## src/rtl/scanline_irq_pkg.sv

```systemverilog
package scanline_irq_pkg;
    localparam int ADDR_W  = 16;
    localparam int DATA_W  = 8;
    localparam int MODE_W  = 2;
    localparam logic [ADDR_W-1:0] CMD_MASK     = 16'hE001;
    localparam logic [ADDR_W-1:0] CODE_LATCH   = 16'hC000;
    localparam logic [ADDR_W-1:0] CODE_RELOAD  = 16'hC001;
    localparam logic [ADDR_W-1:0] CODE_DISARM  = 16'hE000;
    localparam logic [ADDR_W-1:0] CODE_ARM     = 16'hE001;
    localparam logic [MODE_W-1:0] MODE_ACTIVE  = 2'b01;

    typedef enum logic [2:0] {
        CMD_NONE,
        CMD_LATCH,
        CMD_RELOAD,
        CMD_DISARM,
        CMD_ARM
    } cmd_e;

    typedef struct packed {
        cmd_e              cmd;
        logic [DATA_W-1:0] data;
    } cmd_t;

    function automatic cmd_e decode_cmd(input logic wr, input logic [ADDR_W-1:0] addr);
        logic [ADDR_W-1:0] m;
        m = addr & CMD_MASK;
        if (!wr)                    return CMD_NONE;
        else if (m == CODE_LATCH)   return CMD_LATCH;
        else if (m == CODE_RELOAD)  return CMD_RELOAD;
        else if (m == CODE_DISARM)  return CMD_DISARM;
        else if (m == CODE_ARM)     return CMD_ARM;
        else                        return CMD_NONE;
    endfunction
endpackage

```

## src/rtl/sli_cmd_decode.sv

```systemverilog
module sli_cmd_decode
    import scanline_irq_pkg::*;
(
    input  logic              wr,
    input  logic [ADDR_W-1:0] addr,
    input  logic [DATA_W-1:0] data,
    output cmd_t              cmd
);
    always_comb begin
        cmd.cmd  = decode_cmd(wr, addr);
        cmd.data = data;
    end
endmodule

```

## src/rtl/sli_line_counter.sv

```systemverilog
module sli_line_counter
    import scanline_irq_pkg::*;
(
    input  logic clk,
    input  logic rst,
    input  cmd_t cmd,
    input  logic tick_act,
    output logic hit
);
    logic [DATA_W-1:0] latch_q, cnt_q, cnt_d;
    logic              rld_q,  rld_d;

    always_comb begin
        cnt_d = cnt_q;
        rld_d = rld_q;
        hit   = 1'b0;
        if (tick_act) begin
            if (cnt_q == '0 || rld_q) begin
                cnt_d = latch_q;
                rld_d = 1'b0;
            end else begin
                cnt_d = cnt_q - 1'b1;
            end
            hit = (cnt_d == '0);
        end
        if (cmd.cmd == CMD_RELOAD) rld_d = 1'b1;
    end

    always_ff @(posedge clk) begin
        if (rst) begin
            latch_q <= '0;
            cnt_q   <= '0;
            rld_q   <= 1'b0;
        end else begin
            cnt_q <= cnt_d;
            rld_q <= rld_d;
            if (cmd.cmd == CMD_LATCH) latch_q <= cmd.data;
        end
    end

    // a reload request alone leaves the count alone
    a_r3_request_keeps_count: assert property (@(posedge clk) disable iff (rst)
        (cmd.cmd == CMD_RELOAD && !tick_act) |=> $stable(cnt_q));
    // decrement path
    a_r6_decrement: assert property (@(posedge clk) disable iff (rst)
        (tick_act && cnt_q != '0 && !rld_q) |=> (cnt_q == $past(cnt_q) - 8'd1));
    // reload path takes the earlier reload value and drops the request
    a_r6_reload: assert property (@(posedge clk) disable iff (rst)
        (tick_act && (cnt_q == '0 || rld_q) && cmd.cmd != CMD_RELOAD)
        |=> (cnt_q == $past(latch_q) && !rld_q));
    // without an honoured tick the count does not move
    a_r8_idle_holds: assert property (@(posedge clk) disable iff (rst)
        !tick_act |=> $stable(cnt_q));
    // a request written together with a tick survives it
    a_r10_request_survives: assert property (@(posedge clk) disable iff (rst)
        (tick_act && cmd.cmd == CMD_RELOAD) |=> rld_q);
endmodule

```

## src/rtl/sli_irq_gate.sv

```systemverilog
module sli_irq_gate
    import scanline_irq_pkg::*;
(
    input  logic clk,
    input  logic rst,
    input  cmd_t cmd,
    input  logic hit,
    output logic irq
);
    logic arm_q, irq_q;

    always_ff @(posedge clk) begin
        if (rst) begin
            arm_q <= 1'b0;
            irq_q <= 1'b0;
        end else begin
            if (cmd.cmd == CMD_DISARM) begin
                arm_q <= 1'b0;
                irq_q <= 1'b0;
            end else begin
                if (cmd.cmd == CMD_ARM) arm_q <= 1'b1;
                if (hit && arm_q)       irq_q <= 1'b1;
            end
        end
    end

    assign irq = irq_q;

    // disarm drops the line and the arm flag
    a_r4_disarm_clears: assert property (@(posedge clk) disable iff (rst)
        (cmd.cmd == CMD_DISARM) |=> (!irq_q && !arm_q));
    // the line is sticky
    a_r9_irq_sticky: assert property (@(posedge clk) disable iff (rst)
        (irq_q && cmd.cmd != CMD_DISARM) |=> irq_q);
    // the line rises only from an armed state
    a_r5_rise_needs_arm: assert property (@(posedge clk) disable iff (rst)
        $rose(irq_q) |-> $past(arm_q));
endmodule

```

## src/rtl/scanline_irq_counter.sv

```systemverilog
module scanline_irq_counter
    import scanline_irq_pkg::*;
(
    input  logic              clk,
    input  logic              rst,
    input  logic [ADDR_W-1:0] cpu_addr,
    input  logic [DATA_W-1:0] cpu_data,
    input  logic              cpu_wr,
    input  logic              line_tick,
    input  logic [MODE_W-1:0] mode_sel,
    output logic              irq
);
    cmd_t cmd;
    logic tick_act;
    logic hit;

    assign tick_act = line_tick && (mode_sel == MODE_ACTIVE);

    sli_cmd_decode u_dec (
        .wr   (cpu_wr),
        .addr (cpu_addr),
        .data (cpu_data),
        .cmd  (cmd)
    );

    sli_line_counter u_cnt (
        .clk      (clk),
        .rst      (rst),
        .cmd      (cmd),
        .tick_act (tick_act),
        .hit      (hit)
    );

    sli_irq_gate u_irq (
        .clk (clk),
        .rst (rst),
        .cmd (cmd),
        .hit (hit),
        .irq (irq)
    );

    // the line is low right after reset
    a_r1_reset_low: assert property (@(posedge clk)
        rst |=> !irq);
    // an ignored tick cannot produce a zero hit
    a_r8_no_hit_inactive: assert property (@(posedge clk) disable iff (rst)
        (mode_sel != MODE_ACTIVE) |-> !hit);
endmodule

```

## config.mk

```make
export PLATFORM = sky130hd
export DESIGN_NAME = scanline_irq_counter
export DESIGN_NICKNAME = d
export VERILOG_FILES = /design/src/rtl/scanline_irq_pkg.sv /design/src/rtl/sli_cmd_decode.sv /design/src/rtl/sli_line_counter.sv /design/src/rtl/sli_irq_gate.sv /design/src/rtl/scanline_irq_counter.sv
export SDC_FILE = /design/constraint.sdc
export NUM_CORES = 1
export LEC_CHECK = 0
export ABC_CLOCK_PERIOD_IN_PS = 2650
export BUFFER_PORTS_ARGS = -buffer_cell sky130_fd_sc_hd__buf_2
export CAP_MARGIN = 20
export CORE_ASPECT_RATIO = 1.25
export CORE_UTILIZATION = 41
export CTS_CLUSTER_SIZE = 28
export DETAILED_ROUTE_END_ITERATION = 10
export PLACE_DENSITY = 0.74
export SYNTH_ARGS = -nofsm -noshare
export SYNTH_HDL_FRONTEND = slang
export SYNTH_SLANG_ARGS = --single-unit
```

## constraint.sdc

```tcl
create_clock -name clk -period 2.65 [get_ports clk]
set_clock_uncertainty 0.1 [all_clocks]
set_input_delay 0.1325 -clock clk [delete_from_list [all_inputs] [get_ports clk]]
set_output_delay 0.1325 -clock clk [all_outputs]
set_load 0.005 [all_outputs]
```

# Word-level counts from Yosys, hierarchy flattened
# Cells that the tools add are included.
[classes]
n_addsub = 1
n_eq_ne = 9
mux = 11
reduce_logical = 9
[op_table]
columns = ["op", "count"]
rows = [
  ["equality test 4 bit, second input constant", 4],
  ["zero test 8 bit", 2],
  ["two-way mux 8 bit", 2],
  ["two-way mux 3 bit", 5],
  ["subtractor 8 x 1 -> 8 bit, second input constant", 1],
  ["equality test 3 x 2 -> 1 bit, second input constant", 2],
  ["two-way mux 1 bit", 4],
  ["nonzero test 2 bit", 2],
  ["equality test 3 x 1 -> 1 bit, second input constant", 1],
  ["equality test 3 bit, second input constant", 1],
  ["equality test 2 x 1 -> 1 bit, second input constant", 1],
  ["logical AND 1 bit", 2],
  ["AND reduction 2 bit", 1],
  ["OR reduction 2 bit", 1],
  ["logical OR 1 bit", 1],
]
[word_totals]
reg_bits = 19
in_bits = 30
out_inout_bits = 1
word_cells = 35

# Logic depth before layout (Yosys ltp)
[depth]
ltp_word = 9
depth_mapped = 8
depth_no_buf = 7

# By module
# From an unflattened synthesis, not the netlist that was laid out.
[unflattened]
hier_cells = 135
hier_area_um2 = 1131.1
[by_module_without_submodules]
columns = ["module", "instances", "cells_each", "area_each_um2", "seq_area_each_um2"]
rows = [
  ["sli_line_counter", 1, 110, 944.7, 340.3],
  ["sli_cmd_decode", 1, 14, 88.8, 0.0],
  ["sli_irq_gate", 1, 10, 88.8, 40.0],
  ["scanline_irq_counter", 1, 1, 8.8, 0.0],
]

# Least setup slack after synthesis
# OpenSTA, ideal clock, no wires.
[synth_timing]
path_type = "reg-to-reg"
start = "register u_cnt.cnt_q[0]"
end = "register u_cnt.cnt_q[2]"
setup_ns = 0.128
arrival_time_ns = 1.681
required_time_ns = 2.422
setup_slack_ns = 0.741
path_stages_with_launch = 8
path_buffers = 0
period_less_slack_ns = 1.909
cell_sequence = "dfxtp_1 > inv_1 > ha_1 > nor3b_1 > a21oi_1 > mux2_1 > a22oi_1 > nor2_1"
[synth_via]
elab_chain_cells = 4
word_cells_on_any_way = 5
cone_classes = "add/sub: 1; mux: 2; reduce/logical: 2"
[synth_rtl]
columns = ["item", "line", "source"]
rows = [
  ["start, declared", "sli_line_counter.sv:10", "logic [DATA_W-1:0] latch_q, cnt_q, cnt_d;"],
  ["start signal, assigned", "sli_line_counter.sv:35", "cnt_q <= cnt_d;"],
  ["branches (longest 2 deep; another with subtractor 8 x 1 -> 8 bit)", "n/a", ""],
  ["two-way mux 8 bit *", "sli_line_counter.sv:18", "if (cnt_q == '0 || rld_q) begin"],
  ["two-way mux 8 bit *", "sli_line_counter.sv:17", "if (tick_act) begin"],
]
# Every way passes the cells marked *. The select of a mux whose other input is x is not followed.
# A chain may end at the register's enable or synchronous reset.

# Final worst setup path
[layout_timing]
start = "register u_cnt.cnt_q[0]"
end = "register u_irq.irq_q, in the netlist u_irq.irq"
[layout_via]
elab_chain_cells = 7
word_cells_on_any_way = 8
cone_classes = "add/sub: 1; mux: 3; reduce/logical: 4"
[layout_rtl]
columns = ["item", "line", "source"]
rows = [
  ["branches (longest 2 deep; another with subtractor 8 x 1 -> 8 bit)", "n/a", ""],
  ["two-way mux 8 bit *", "sli_line_counter.sv:18", ""],
  ["two-way mux 8 bit *", "sli_line_counter.sv:17", ""],
  ["zero test 8 bit *", "sli_line_counter.sv:24", "hit = (cnt_d == '0);"],
  ["two-way mux 1 bit *", "sli_line_counter.sv:17", ""],
  ["logical AND 1 bit *", "sli_irq_gate.sv:22", "if (hit && arm_q) irq_q <= 1'b1;"],
  ["end signal, assigned", "sli_irq_gate.sv:15", "irq_q <= 1'b0;"],
  ["end signal, assigned", "sli_irq_gate.sv:19", "irq_q <= 1'b0;"],
  ["end signal, assigned", "sli_irq_gate.sv:22", ""],
  ["end, declared", "sli_irq_gate.sv:10", "logic arm_q, irq_q;"],
]
# Marks and branches as above.

==> metrics <==
total number of placement rows=19; setup slack of the critical path after layout=0.286 ns; number of antenna violations at the first check in global routing=0; type of destination of the critical path=flop; pre-CTS WS=0.339 ns; fmax=423 MHz; overall global routing resource usage=19.3%; critical path required time=2.77 ns; placed instance area=1120 um2; total die area=2710 um2; Final setup viols=0; netlist area before placement=1030 um2; Hold/Removal Path Class=in -> reg; final weighted congestion of routability-driven global placement=0.817; total setup buffers inserted after CTS=0; count of endpoints failing hold in the final timing report=0; crit path DAT=2.49 ns; post-synthesis sequential area ratio=37.0%; First-pass DRT Iterations=5; Port-buffer cells=18; final instance area=1230 um2; residual antenna-violating net count after detailed routing=0; shortest period the worst path allows=2.36 ns; maximum fanout along the worst path=10; count of distinct cell types in the synthesized netlist=41; Final HPWL DP=1670 um; first-pass GRT wire length=3700 um; biggest area contributors in the synthesized netlist=sky130_fd_sc_hd__dfxtp_1 37%, sky130_fd_sc_hd__mux2i_1 8.8%, sky130_fd_sc_hd__nor2_1 7.3%, sky130_fd_sc_hd__nand2_1 4.0%, sky130_fd_sc_hd__a21oi_1 2.9%; number of inserted diodes=0; H-tree levels=1; classification of the worst setup path=reg -> reg; Static Leak=0.473 nW; clock sink count=19; fraction of power consumed by sequential logic=49.1%; gate count of the mapped netlist=117; final slew viol count=0; clock tree from TritonCTS=done; cell taking the most area after synthesis=sky130_fd_sc_hd__dfxtp_1; post-cts gate resize count=0; setup repair after global routing missed its margin=false; Clk network pwr share=24.3%; number of max-cap violations=0; transition at the pin with the smallest max-transition slack=0.816 ns; syn_nets=149; vias per cell=5.53; Total Routed Length=2260 um; final cell count without fillers=175; pin count of the biggest net entering global routing=20; internal portion of total power=0.428 mW; Clock Path Buffers=2; Sw Pwr=0.192 mW; Area Growth Syn to Fin=19.8%; fraction of layout instances using a drive strength above 1=21.5%; Std-Cell Core Area=2280 um2; share of total power consumed by net switching=31.0%; largest voltage drop on the vdd net=0.297 mV; remaining global-route overflow=0; aggregate negative setup slack=0 ns; IO Pins=31; Final Net Count=177; Initial DRC Count=26; die width=46.8 um; result of the run=finished, final reports clean; average size of a mapped cell=8.79 um2; number of remaining DRC errors=0; clock buffers created by TritonCTS=3; synthesis warning total=0; clock network latency to the later pin of the worst-skew pair=0.31 ns; Routed wire per std cell=12.9 um; number of global-route vias before repair=856; EDFF count, synth=0; vertical die dimension=58.0 um; Initial Util=45.1%; share of flip-flops with an asynchronous set or reset=0%; pwr dens=503 nW/um2; synthesis-stage register bit count=19; Post-Place Cells=163; Slew Limit Headroom=45.3%; cell types with the highest counts after synthesis=20 x sky130_fd_sc_hd__nor2_1, 19 x sky130_fd_sc_hd__dfxtp_1, 11 x sky130_fd_sc_hd__nand2_1; area share of the largest cell type after synthesis=37.0%; root buffer cell=sky130_fd_sc_hd__clkbuf_4; ys flop type=sky130_fd_sc_hd__dfxtp_1; vias=968; clock transition at the registers of the reported paths=0.10 ns; most used standard cell by instance count after synthesis=sky130_fd_sc_hd__nor2_1; CP startpoint kind=flop; Comb pwr share=26.6%; Final period util=89.2%
[final cells by class]
type                            count  area [um2]
Clock buffer                        3        22.5
Inverter                            2        7.51
Multi-Input combinational cell     92         601
Tap cell                           31        38.8
Sequential cell                    19         380
Timing Repair Buffer               27         178
Fill cell                         223        1050
Clock inverter                      1        5.00
[cell families after synthesis]
logic type / after synthesis / share of synthesized area [%]
mux: 11 / 10.9
compound gates: 26 / 16.9
xor+xnor: 1 / 0.852
buf+inv: 6 / 4.62
fa+ha+maj: 2 / 2.43
flops: 19 / 37.0
simple gates: 52 / 27.3
[worst max-delay path, cell delays in order, from the launching register on]
cell	delay [ns]
sky130_fd_sc_hd__dfxtp_1	0.43
sky130_fd_sc_hd__inv_1	0.09
sky130_fd_sc_hd__ha_1	0.20
sky130_fd_sc_hd__nor3b_1	0.17
sky130_fd_sc_hd__a21oi_1	0.61
sky130_fd_sc_hd__and3_2	0.32
sky130_fd_sc_hd__o2111ai_1	0.10
sky130_fd_sc_hd__o31ai_1	0.26
[placed cells by master (no fill, tap or decap), drive strengths merged, types with 2 or more instances in the layout]
cell          n
a31oi         2
dlygate4sd3   8
inv           2
mux2i         9
nand2        11
o21a          2
or4           3
o2111ai       2
dfxtp        19
nor2         20
mux2          2
o31ai         2
nor4          3
buf          19
nor3          4
ha            2
nor2b         3
o21ai         4
a22oi         2
a21oi         7
nand4         2
clkbuf        3
[registers in the layout (all words and copies together), names as in the netlist]
register	cells
u_cnt.latch_q	8
u_cnt.rld_q	1
u_irq.arm_q	1
u_cnt.cnt_q	8
u_irq.irq	1
[through the flow]
| stage | hold slack [ns] | total power [mW] | util [%] |
|---|---|---|---|
| CTS | 0.0165 | 0.625 | 54.0 |
| detailed placement | 0.276 | 0.465 | 49.3 |
| floorplan | 0.176 | 0.432 | - |
| global placement | 0.269 | 0.460 | 49.3 |
| finish | 0.0226 | 0.620 | 54.0 |
| global route | 0.0530 | 0.656 | 54.0 |
[routing by layer]
layer / vias to the layer above / track usage [%] / share of wire (%)
met1: 455 / 22.1 / 42
met5: - / 0 / 0
met4: 0 / 13.5 / 4.1
li1: 480 / - / -
met3: 9 / 4.05 / 3.8
met2: 24 / 30.8 / 51
[power groups by stage]
stage	Combinational [mW]	Sequential [mW]	Clock, mW
after CTS	0.164	0.304	0.156
final	0.165	0.305	0.151
after floorplan	0.124	0.308	0
after global placement	0.149	0.311	0
after detailed placement	0.154	0.311	0
after global routing	0.183	0.306	0.168
[timing repair]
action,4_1_cts,5_1_grt
endpoints found under the setup margin,0,0
hold endpoints to repair,8,0
hold buffers,8,0
[path summary, 6_finish.rpt]
check                                    start           to  slack (ns)  depth (start not counted)
worst max register to register  u_cnt.cnt_q[0]    u_irq.irq        0.29                          7
worst min-delay path               cpu_addr[0]  u_irq.arm_q        0.02                          3
worst max-delay path            u_cnt.cnt_q[0]    u_irq.irq        0.29                          7
worst min register to register       u_irq.irq    u_irq.irq        0.37                          2
Power figures use the tool's default switching activity.
